--- src/rtl/cbh_pkg.sv ---
package cbh_pkg;

    typedef enum logic [1:0] {
        ST_RUN   = 2'd0,
        ST_PEND  = 2'd1,
        ST_HOLD  = 2'd2,
        ST_COUNT = 2'd3
    } cbh_state_e;

    typedef enum logic [1:0] {
        NS_ACTIVE  = 2'd0,
        NS_WARN    = 2'd1,
        NS_PASSIVE = 2'd2,
        NS_BUSOFF  = 2'd3
    } node_stat_e;

    typedef enum logic [1:0] {
        ENT_IDLE       = 2'd0,
        ENT_RX_ABORT   = 2'd1,
        ENT_WAIT_STORE = 2'd2,
        ENT_WAIT_TX    = 2'd3
    } entry_cls_e;

    typedef struct packed {
        logic tx;
        logic rx;
        logic store;
    } activity_t;

    typedef struct packed {
        logic wr;
        logic val;
    } cpu_req_t;

    function automatic entry_cls_e classify(activity_t a);
        if (a.tx)          return ENT_WAIT_TX;
        else if (a.store)  return ENT_WAIT_STORE;
        else if (a.rx)     return ENT_RX_ABORT;
        else               return ENT_IDLE;
    endfunction

    function automatic logic must_wait(entry_cls_e c);
        return (c == ENT_WAIT_TX) || (c == ENT_WAIT_STORE);
    endfunction

    function automatic logic is_halted(cbh_state_e s);
        return (s == ST_HOLD) || (s == ST_COUNT);
    endfunction

endpackage

--- src/rtl/cbh_run_counter.sv ---
module cbh_run_counter
    import cbh_pkg::*;
#(
    parameter int RUN_LEN     = 11,
    parameter int BUSOFF_RUNS = 128
) (
    input  logic clk,
    input  logic rst,
    input  logic restart,
    input  logic count_en,
    input  logic strobe,
    input  logic rx,
    input  logic busoff_mode,
    output logic seq_done
);
    localparam int RUN_W  = $clog2(RUN_LEN + 1);
    localparam int RUNS_W = $clog2(BUSOFF_RUNS + 1);
    localparam logic [RUN_W-1:0]  LAST_BIT    = RUN_W'(RUN_LEN - 1);
    localparam logic [RUNS_W-1:0] LAST_RUN_BO = RUNS_W'(BUSOFF_RUNS - 1);

    logic [RUN_W-1:0]  bit_q;
    logic [RUNS_W-1:0] runs_q;
    logic              last_bit;
    logic              last_run;
    logic              sample;

    assign sample   = count_en && strobe;
    assign last_bit = (bit_q == LAST_BIT);
    assign last_run = busoff_mode ? (runs_q == LAST_RUN_BO) : (runs_q == '0);
    assign seq_done = sample && rx && last_bit && last_run;

    always_ff @(posedge clk) begin
        if (rst || restart) begin
            bit_q  <= '0;
            runs_q <= '0;
        end else if (sample) begin
            if (!rx) begin
                bit_q <= '0;
            end else if (last_bit) begin
                bit_q  <= '0;
                runs_q <= runs_q + 1'b1;
            end else begin
                bit_q <= bit_q + 1'b1;
            end
        end
    end

endmodule

--- src/rtl/cbh_mode_fsm.sv ---
module cbh_mode_fsm
    import cbh_pkg::*;
(
    input  logic       clk,
    input  logic       rst,
    input  cpu_req_t   cpu_req,
    input  logic       bus_off_evt,
    input  activity_t  act,
    input  logic       seq_done,
    output cbh_state_e state,
    output logic       busoff_mode,
    output logic       restart,
    output logic       enter_busoff,
    output logic       leave_halt,
    output logic       clr_pulse
);
    cbh_state_e state_q, state_n;
    logic       bo_q, bo_n;
    logic       clr_q;
    logic       wr_one, wr_zero, hold_off;

    assign wr_one   = cpu_req.wr && cpu_req.val;
    assign wr_zero  = cpu_req.wr && !cpu_req.val;
    assign hold_off = must_wait(classify(act));

    always_comb begin
        state_n      = state_q;
        bo_n         = bo_q;
        restart      = 1'b0;
        enter_busoff = 1'b0;
        leave_halt   = 1'b0;
        case (state_q)
            ST_RUN: begin
                if (bus_off_evt) begin
                    state_n      = ST_HOLD;
                    bo_n         = 1'b1;
                    enter_busoff = 1'b1;
                end else if (wr_one) begin
                    state_n = hold_off ? ST_PEND : ST_HOLD;
                end
            end
            ST_PEND: begin
                if (bus_off_evt) begin
                    state_n      = ST_HOLD;
                    bo_n         = 1'b1;
                    enter_busoff = 1'b1;
                end else if (wr_zero) begin
                    state_n = ST_RUN;
                end else if (!hold_off) begin
                    state_n = ST_HOLD;
                end
            end
            ST_HOLD: begin
                if (wr_zero) begin
                    state_n = ST_COUNT;
                    restart = 1'b1;
                end
            end
            ST_COUNT: begin
                if (wr_one) begin
                    state_n = ST_HOLD;
                    restart = 1'b1;
                end else if (seq_done) begin
                    state_n    = ST_RUN;
                    bo_n       = 1'b0;
                    leave_halt = 1'b1;
                end
            end
            default: state_n = ST_HOLD;
        endcase
    end

    always_ff @(posedge clk) begin
        if (rst) begin
            state_q <= ST_HOLD;
            bo_q    <= 1'b0;
            clr_q   <= 1'b0;
        end else begin
            state_q <= state_n;
            bo_q    <= bo_n;
            clr_q   <= leave_halt;
        end
    end

    assign state       = state_q;
    assign busoff_mode = bo_q;
    assign clr_pulse   = clr_q;

endmodule

--- src/rtl/cbh_status_reg.sv ---
module cbh_status_reg
    import cbh_pkg::*;
(
    input  logic       clk,
    input  logic       rst,
    input  logic       running,
    input  logic       enter_busoff,
    input  logic       leave_halt,
    input  logic [1:0] err_level,
    output logic [1:0] status
);
    node_stat_e stat_q;

    always_ff @(posedge clk) begin
        if (rst) begin
            stat_q <= NS_ACTIVE;
        end else if (enter_busoff) begin
            stat_q <= NS_BUSOFF;
        end else if (leave_halt) begin
            stat_q <= NS_ACTIVE;
        end else if (running) begin
            stat_q <= node_stat_e'(err_level);
        end
    end

    assign status = stat_q;

endmodule

--- src/rtl/can_halt_ctrl.sv ---
module can_halt_ctrl
    import cbh_pkg::*;
#(
    parameter int RUN_LEN     = 11,
    parameter int BUSOFF_RUNS = 128
) (
    input  logic       clk,
    input  logic       rst,
    input  logic       cpu_wr,
    input  logic       cpu_halt_wdata,
    input  logic       bus_off_evt,
    input  logic [1:0] err_level_i,
    input  logic       tx_active,
    input  logic       rx_active,
    input  logic       store_active,
    input  logic       rx_bit,
    input  logic       bit_strobe,
    output logic       halt_status,
    output logic       engine_freeze,
    output logic       tx_recessive,
    output logic       err_cnt_clear,
    output logic [1:0] node_status
);
    cpu_req_t   req;
    activity_t  act;
    cbh_state_e state;
    logic       busoff_mode, restart, enter_busoff, leave_halt, seq_done;
    logic       halted;

    assign req = '{wr: cpu_wr, val: cpu_halt_wdata};
    assign act = '{tx: tx_active, rx: rx_active, store: store_active};

    cbh_mode_fsm u_fsm (
        .clk          (clk),
        .rst          (rst),
        .cpu_req      (req),
        .bus_off_evt  (bus_off_evt),
        .act          (act),
        .seq_done     (seq_done),
        .state        (state),
        .busoff_mode  (busoff_mode),
        .restart      (restart),
        .enter_busoff (enter_busoff),
        .leave_halt   (leave_halt),
        .clr_pulse    (err_cnt_clear)
    );

    cbh_run_counter #(
        .RUN_LEN     (RUN_LEN),
        .BUSOFF_RUNS (BUSOFF_RUNS)
    ) u_cnt (
        .clk         (clk),
        .rst         (rst),
        .restart     (restart),
        .count_en    (state == ST_COUNT),
        .strobe      (bit_strobe),
        .rx          (rx_bit),
        .busoff_mode (busoff_mode),
        .seq_done    (seq_done)
    );

    cbh_status_reg u_stat (
        .clk          (clk),
        .rst          (rst),
        .running      (!halted),
        .enter_busoff (enter_busoff),
        .leave_halt   (leave_halt),
        .err_level    (err_level_i),
        .status       (node_status)
    );

    assign halted        = is_halted(state);
    assign halt_status   = halted;
    assign engine_freeze = halted;
    assign tx_recessive  = halted;

endmodule

--- config.mk ---
export PLATFORM = sky130hd
export DESIGN_NAME = can_halt_ctrl
export DESIGN_NICKNAME = d
export VERILOG_FILES = /design/src/rtl/cbh_pkg.sv /design/src/rtl/cbh_run_counter.sv /design/src/rtl/cbh_mode_fsm.sv /design/src/rtl/cbh_status_reg.sv /design/src/rtl/can_halt_ctrl.sv
export SDC_FILE = /design/constraint.sdc
export NUM_CORES = 1
export LEC_CHECK = 0
export ABC_CLOCK_PERIOD_IN_PS = 1700
export BUFFER_PORTS_ARGS = -buffer_cell sky130_fd_sc_hd__buf_2
export CAP_MARGIN = 20
export CORE_MARGIN = 8
export CORE_UTILIZATION = 40
export DETAILED_ROUTE_END_ITERATION = 6
export MAX_ROUTING_LAYER = met4
export PLACE_DENSITY = 0.71
export SLEW_MARGIN = 0
export SYNTH_ARGS = -nofsm -noshare
export SYNTH_HDL_FRONTEND = slang
export SYNTH_HIERARCHICAL = 1
export SYNTH_SLANG_ARGS = --single-unit
--- constraint.sdc ---
create_clock -name clk -period 1.7 [get_ports clk]
set_input_delay 0 -clock clk [delete_from_list [all_inputs] [get_ports clk]]
set_output_delay 0 -clock clk [all_outputs]
set_load 0.02 [all_outputs]
After elaboration in Yosys (flattened, before gate mapping)
Index checks and enable logic that the tools add are counted.
{ "totals": {"regBits": 18, "inputBits": 12, "out_inout_bits": 6, "wordCells": 71} }
{ "classes": {"n_addsub": 2, "n_eq_ne": 15, "n_mux": 31, "reduce_logical": 17} }
{ "op_table": {"columns": ["operator", "n"], "rows": [
  ["$mux 2", 14],
  ["$mux 1", 12],
  ["$add 8x1->8 const B", 1],
  ["$eq 2x2->1 const B", 4],
  ["$eq 8x7->1 const B", 1],
  ["$logic_not 8->1", 1],
  ["$mux 4", 2],
  ["$pmux 2 s4", 1],
  ["$reduce_and 4->1", 2],
  ["$logic_and 1x1->1", 6],
  ["$add 4x1->4 const B", 1],
  ["$eq 4x4->1 const B", 1],
  ["$ne 2x1->1 const B", 2],
  ["$ne 2x2->1 const B", 2],
  ["$ne 4x3->1 const B", 1],
  ["$pmux 1 s2", 2],
  ["$logic_or 1x1->1", 3],
  ["$ne 3x1->1 const B", 1],
  ["$ne 3x2->1 const B", 1],
  ["$ne 3x3->1 const B", 1],
  ["$reduce_and 3->1", 1],
  ["$eq 2x1->1 const B", 1],
  ["$logic_not 2->1", 1],
  ["$reduce_bool 2->1", 1],
  ["other kinds (2)", 2]
]} }

Longest topological paths before layout
{ "depth": {"depth_word": 10, "ltp_mapped": 8, "ltp_nobuf": 8} }

Hierarchy
The synthesis kept the hierarchy.
{ "by_module_without_submodules": {"columns": ["module", "n_inst", "cells_per_inst", "area_per_inst_um2", "seq_area_each_um2"], "rows": [
  ["cbh_run_counter", 1, 85, 705.7, 240.2],
  ["cbh_mode_fsm", 1, 34, 269.0, 80.1],
  ["cbh_status_reg", 1, 7, 81.3, 40.0],
  ["can_halt_ctrl", 1, 5, 28.8, 0.0]
]} }

Worst setup path before layout
OpenSTA, ideal clock, no wires.
{ "synth_path": {"path_type": "flip-flop to flip-flop", "startpoint": "register u_cnt.runs_q[0]", "endpoint": "register u_fsm.state_q[0], in the netlist u_fsm/state[0]", "setup_time_ps": 119, "t_arrival_ps": 1547, "required_time_ps": 1581, "path_slack_ps": 34, "path_stages_with_launch": 9, "n_path_buf": 0, "period_less_slack_ps": 1666, "cell_sequence": "dfxtp_1 -> inv_1 -> ha_1 -> nor4b_1 -> nand2_1 -> a2111oi_2 -> and3b_1 -> o21ai_1 -> a21oi_1"} }
{ "synth_via": {"elab_chain_len": 5, "word_cells_on_any_way": 6, "classes_between": "2 x eq/ne; 1 x mux; 3 x reduce/logical"} }
{ "synth_lines": {"columns": ["element", "line", "text"], "rows": [
  ["start: declaration", "cbh_run_counter.sv:22", "logic [RUNS_W-1:0] runs_q;"],
  ["start signal: assignment", "cbh_run_counter.sv:41", "runs_q <= runs_q + 1'b1;"],
  ["$eq 8x7->1 or $logic_not 8->1 (tied branches)", "cbh_run_counter.sv:29", "assign last_run = busoff_mode ? (runs_q == LAST_RUN_BO) : (runs_q == '0);"],
  ["$mux 1 (*)", "cbh_run_counter.sv:29", null],
  ["$logic_and 1x1->1 (*)", "cbh_run_counter.sv:30", "assign seq_done = sample && rx && last_bit && last_run;"],
  ["via seq_done", "can_halt_ctrl.sv:27", "logic busoff_mode, restart, enter_busoff, leave_halt, seq_done;"],
  ["$ne 3x3->1 (no source line) (*)", null, null],
  ["$reduce_and 4->1 (no source line) (*)", null, null],
  ["end signal: assignment", "cbh_mode_fsm.sv:79", "state_q <= state_n;"],
  ["end: declaration", "cbh_mode_fsm.sv:17", "cbh_state_e state_q, state_n;"]
]} }
The timed path passes the listed nets; every way through them passes the cells marked *.
A chain may end at the register's enable or synchronous reset.

Worst setup path after layout
{ "layout_path": {"startpoint": "register u_cnt.runs_q[2]", "endpoint": "register u_fsm.clr_q, in the netlist u_fsm/clr_pulse"} }
{ "layout_via": {"elab_chain_len": 6, "word_cells_on_any_way": 7, "classes_between": "1 x eq/ne; 4 x mux; 2 x reduce/logical"} }
{ "layout_lines": {"columns": ["element", "line", "text"], "rows": [
  ["$eq 8x7->1 or $logic_not 8->1 (tied branches)", "cbh_run_counter.sv:29", null],
  ["$mux 1 (*)", "cbh_run_counter.sv:29", null],
  ["$logic_and 1x1->1 (*)", "cbh_run_counter.sv:30", null],
  ["via seq_done", "can_halt_ctrl.sv:27", null],
  ["$mux 1 (*)", "cbh_mode_fsm.sv:63", "end else if (seq_done) begin"],
  ["$mux 1 (*)", "cbh_mode_fsm.sv:60", "if (wr_one) begin"],
  ["$mux 1 (*)", "cbh_mode_fsm.sv:32", "case (state_q)"],
  ["end signal: assignment", "cbh_mode_fsm.sv:81", "clr_q <= leave_halt;"],
  ["end: declaration", "cbh_mode_fsm.sv:19", "logic clr_q;"]
]} }
Marks and branches as above.

==> flow_metrics.py <==
metrics = {
    "timing": {
        "fin_crit_ns": 1.69,
        "setup_violations": 0,
        "hold_ws_ns": 0.000726,
        "slew_headroom_pct": 75.5,
        "hold_viol": 0,
        "fmax_ghz": 0.590,
        "post-route-period-util_pct": 99.6,
        "worst_pin_slew_ns": 0.364,
        "rsz0062_at_grt": "yes",
        "slew_viol_final": 0,
        "clock-skew-final_ns": 0.000923,
    },
    "run_status": {
        "status": "completed",
    },
    "die": {
        "rows": 19,
        "io_pins": 18,
        "start_util_pct": 40.7,
        "dieArea_um2": 4630,
        "die_y_um": 68.1,
        "fp.dieW_um": 68.1,
        "core_um2": 2660,
    },
    "power": {
        "p_sw_share_pct": 27.0,
        "power_frac_clock_pct": 31.0,
        "pwr-share-seq_pct": 51.4,
        "p_comb_share_pct": 17.5,
        "leakage_nw": 0.583,
        "power_switching_w": 0.000230,
        "p_int_w": 0.000621,
        "vdd_ir_drop_max_uv": 490,
        "powerDensity_nw_per_um2": 596,
    },
    "synthesis": {
        "synth-edff-count": 0,
        "netlist_area_um2": 1080,
        "ys_seq_area_share_pct": 33.2,
        "ys_ff_latch": 18,
        "yosys.cell_types.count": 41,
        "syn_avg_cell_area_um2": 8.28,
        "synth-main-ff-cell": "dfxtp_1",
        "synth_warnings": 6,
        "synthesis.nets": 147,
        "syn_inst": 131,
        "async_flop_share_pct": 0,
    },
    "cts": {
        "cts_hold_buf": 0,
        "cts_made_buffers": 3,
        "clk_latency_ns": 0.29,
        "cts_buffer_depth": 2,
        "clk_pin_slew_ns": 0.10,
        "cts_root_buffer": "clkbuf_4",
        "cts_sinks": 18,
        "cts-htree-levels": 1,
        "cts_tree": "yes",
    },
    "placed_design": {
        "dp_cells": 187,
        "routabilityCongestion": 0.932,
        "port_buffers": 16,
        "hpwl_mm": 1.98,
    },
    "detailed_routing": {
        "route.detailed.drc": 0,
        "viasPerCell": 5.86,
        "dr.pass1.iters": 4,
        "vias": 1142,
        "antenna_left": 0,
        "drt_wl_total_mm": 2.71,
        "drtIter0Drc": 112,
        "wl_per_cell_um": 13.9,
    },
    "finish": {
        "finalNonFillerCells": 195,
        "syn_to_final_growth_pct": 31.6,
        "antenna_cells": 0,
        "final_common_cell": "buf_4",
        "fin_nets": 181,
        "drive_above_1_share_pct": 36.0,
        "fin_util_pct": 53.6,
        "layout_common_cells": "buf_4 (20), buf_2 (16), dfxtp_1 (14), nand2_1 (12), a21oi_1 (9)",
    },
    "job": {
        "cap_viol_max_count": 0,
    },
    "global_routing": {
        "overflow": 0,
        "first_global_vias": 1117,
        "grt_pass1_wl_mm": 4.70,
        "grt_max_degree": 16,
        "antenna_found_initial": 0,
        "track_usage_pct": 13.3,
    },
    "worst_setup_path": {
        "path_max_fanout": 7,
        "path_class": "reg -> reg",
        "crit_arrival_ns": 1.93,
        "end_kind": "flop",
        "crit_required_ns": 1.94,
        "start_kind": "flop",
    },
    "min_path": {
        "hp-class": "in -> reg",
    },
}
[worst max-delay path, stage by stage, from the launching register on]
cell       delay, ns
dfxtp_4         0.40
and4_1          0.21
nand4_1         0.15
a2111oi_4       0.42
nand4_1         0.20
buf_4           0.18
nor2_4          0.08
[routing by layer]
metal | wire length [um] | up-vias | global-route usage [%]
met4 | 26 | 0 | 4.86
met3 | 132 | 4 | 2.62
met2 | 1300 | 46 | 21.9
li1 | - | 548 | -
met1 | 1250 | 544 | 15.6
met5 | 0 | - | -
[through the flow]
step,instance area (um2),TNS (ns),power [W],worst slack (ns)
2_1_floorplan,1080,0,0.000546,0.0338
3_3_place_gp,1290,-0.328,0.000587,-0.0752
5_1_grt,1430,-0.597,0.000904,-0.138
6_report,1430,0,0.000851,0.00641
4_1_cts,1400,-0.0797,0.000860,-0.0348
3_5_place_dp,1290,-0.520,0.000590,-0.107
[synth_stat cells, drive strengths merged, types with 2 or more instances]
cell	number	share of area, %
a2111oi	2	2.8
a21oi	9	4.2
a31oi	2	1.2
and3	2	1.2
and3b	2	1.6
and4	2	1.6
buf	4	2.3
clkbuf	3	1.0
dfxtp	18	33
ha	4	4.6
inv	12	4.2
mux2i	6	5.5
nand2	12	4.2
nand3	6	2.8
nand4	4	2.3
nand4b	2	1.6
nor2	4	1.6
nor2b	2	1.4
nor4	4	2.3
nor4b	2	1.6
o21ai	6	2.8
o311a	2	1.8
o31ai	3	2.1
or3	6	3.5
[cell families (layout without fill, tap and decap cells)]
family / count (synthesis) / in the layout / share of synthesized area (%)
simple gates: 55 / 55 / 30.5
compound gates: 28 / 28 / 17.9
fa+ha+maj: 4 / 4 / 4.61
buf+inv: 19 / 52 / 7.50
mux: 6 / 6 / 5.54
xor+xnor: 1 / 1 / 0.808
flops: 18 / 18 / 33.2
[power by group through the flow]
stage / sequential [W] / clock, W / combinational, W
2_1_floorplan: 0.000454 / 0 / 0.0000923
3_3_place_gp: 0.000448 / 0 / 0.000139
3_5_place_dp: 0.000448 / 0 / 0.000142
4_1_cts: 0.000439 / 0.000275 / 0.000145
5_1_grt: 0.000439 / 0.000300 / 0.000165
6_report: 0.000438 / 0.000264 / 0.000149
[timing repair]
item	in CTS	in global routing
endpoints found under the setup margin	6	6
resized for setup	10	7
pin swaps	9	5
buffers inserted	4	0
[registers in the layout, summed over array words and instances, names as in the netlist]
name	flops
u_fsm/clr_pulse	1
u_cnt/runs_q	8
u_cnt/bit_q	4
u_fsm/busoff_mode	1
u_stat/status	2
u_fsm/state	2
[area by class of cell]
type | instances | area, um2
clock buffers | 4 | 36.3
multi-input cells | 94 | 709
repair buffers | 36 | 230
flip-flops and latches | 18 | 368
inverters | 12 | 45.0
fillers | 247 | 1230
well taps | 31 | 38.8
[path summary, 6_finish.rpt]
path	cells after the start	end	slack (ns)	startpoint
worst max-delay path	6	u_fsm/clr_pulse$_SDFF_PP0_	0.006	u_cnt/runs_q[2]$_SDFFE_PP0P_
worst min-delay path	2	u_fsm/clr_pulse$_SDFF_PP0_	0.0007	rst
worst max register to register	6	u_fsm/clr_pulse$_SDFF_PP0_	0.006	u_cnt/runs_q[2]$_SDFFE_PP0P_
worst min register to register	2	u_cnt/bit_q[0]$_SDFFE_PP0P_	0.50	u_cnt/bit_q[0]$_SDFFE_PP0P_
No activity file was read; power rests on OpenSTA's default activity.
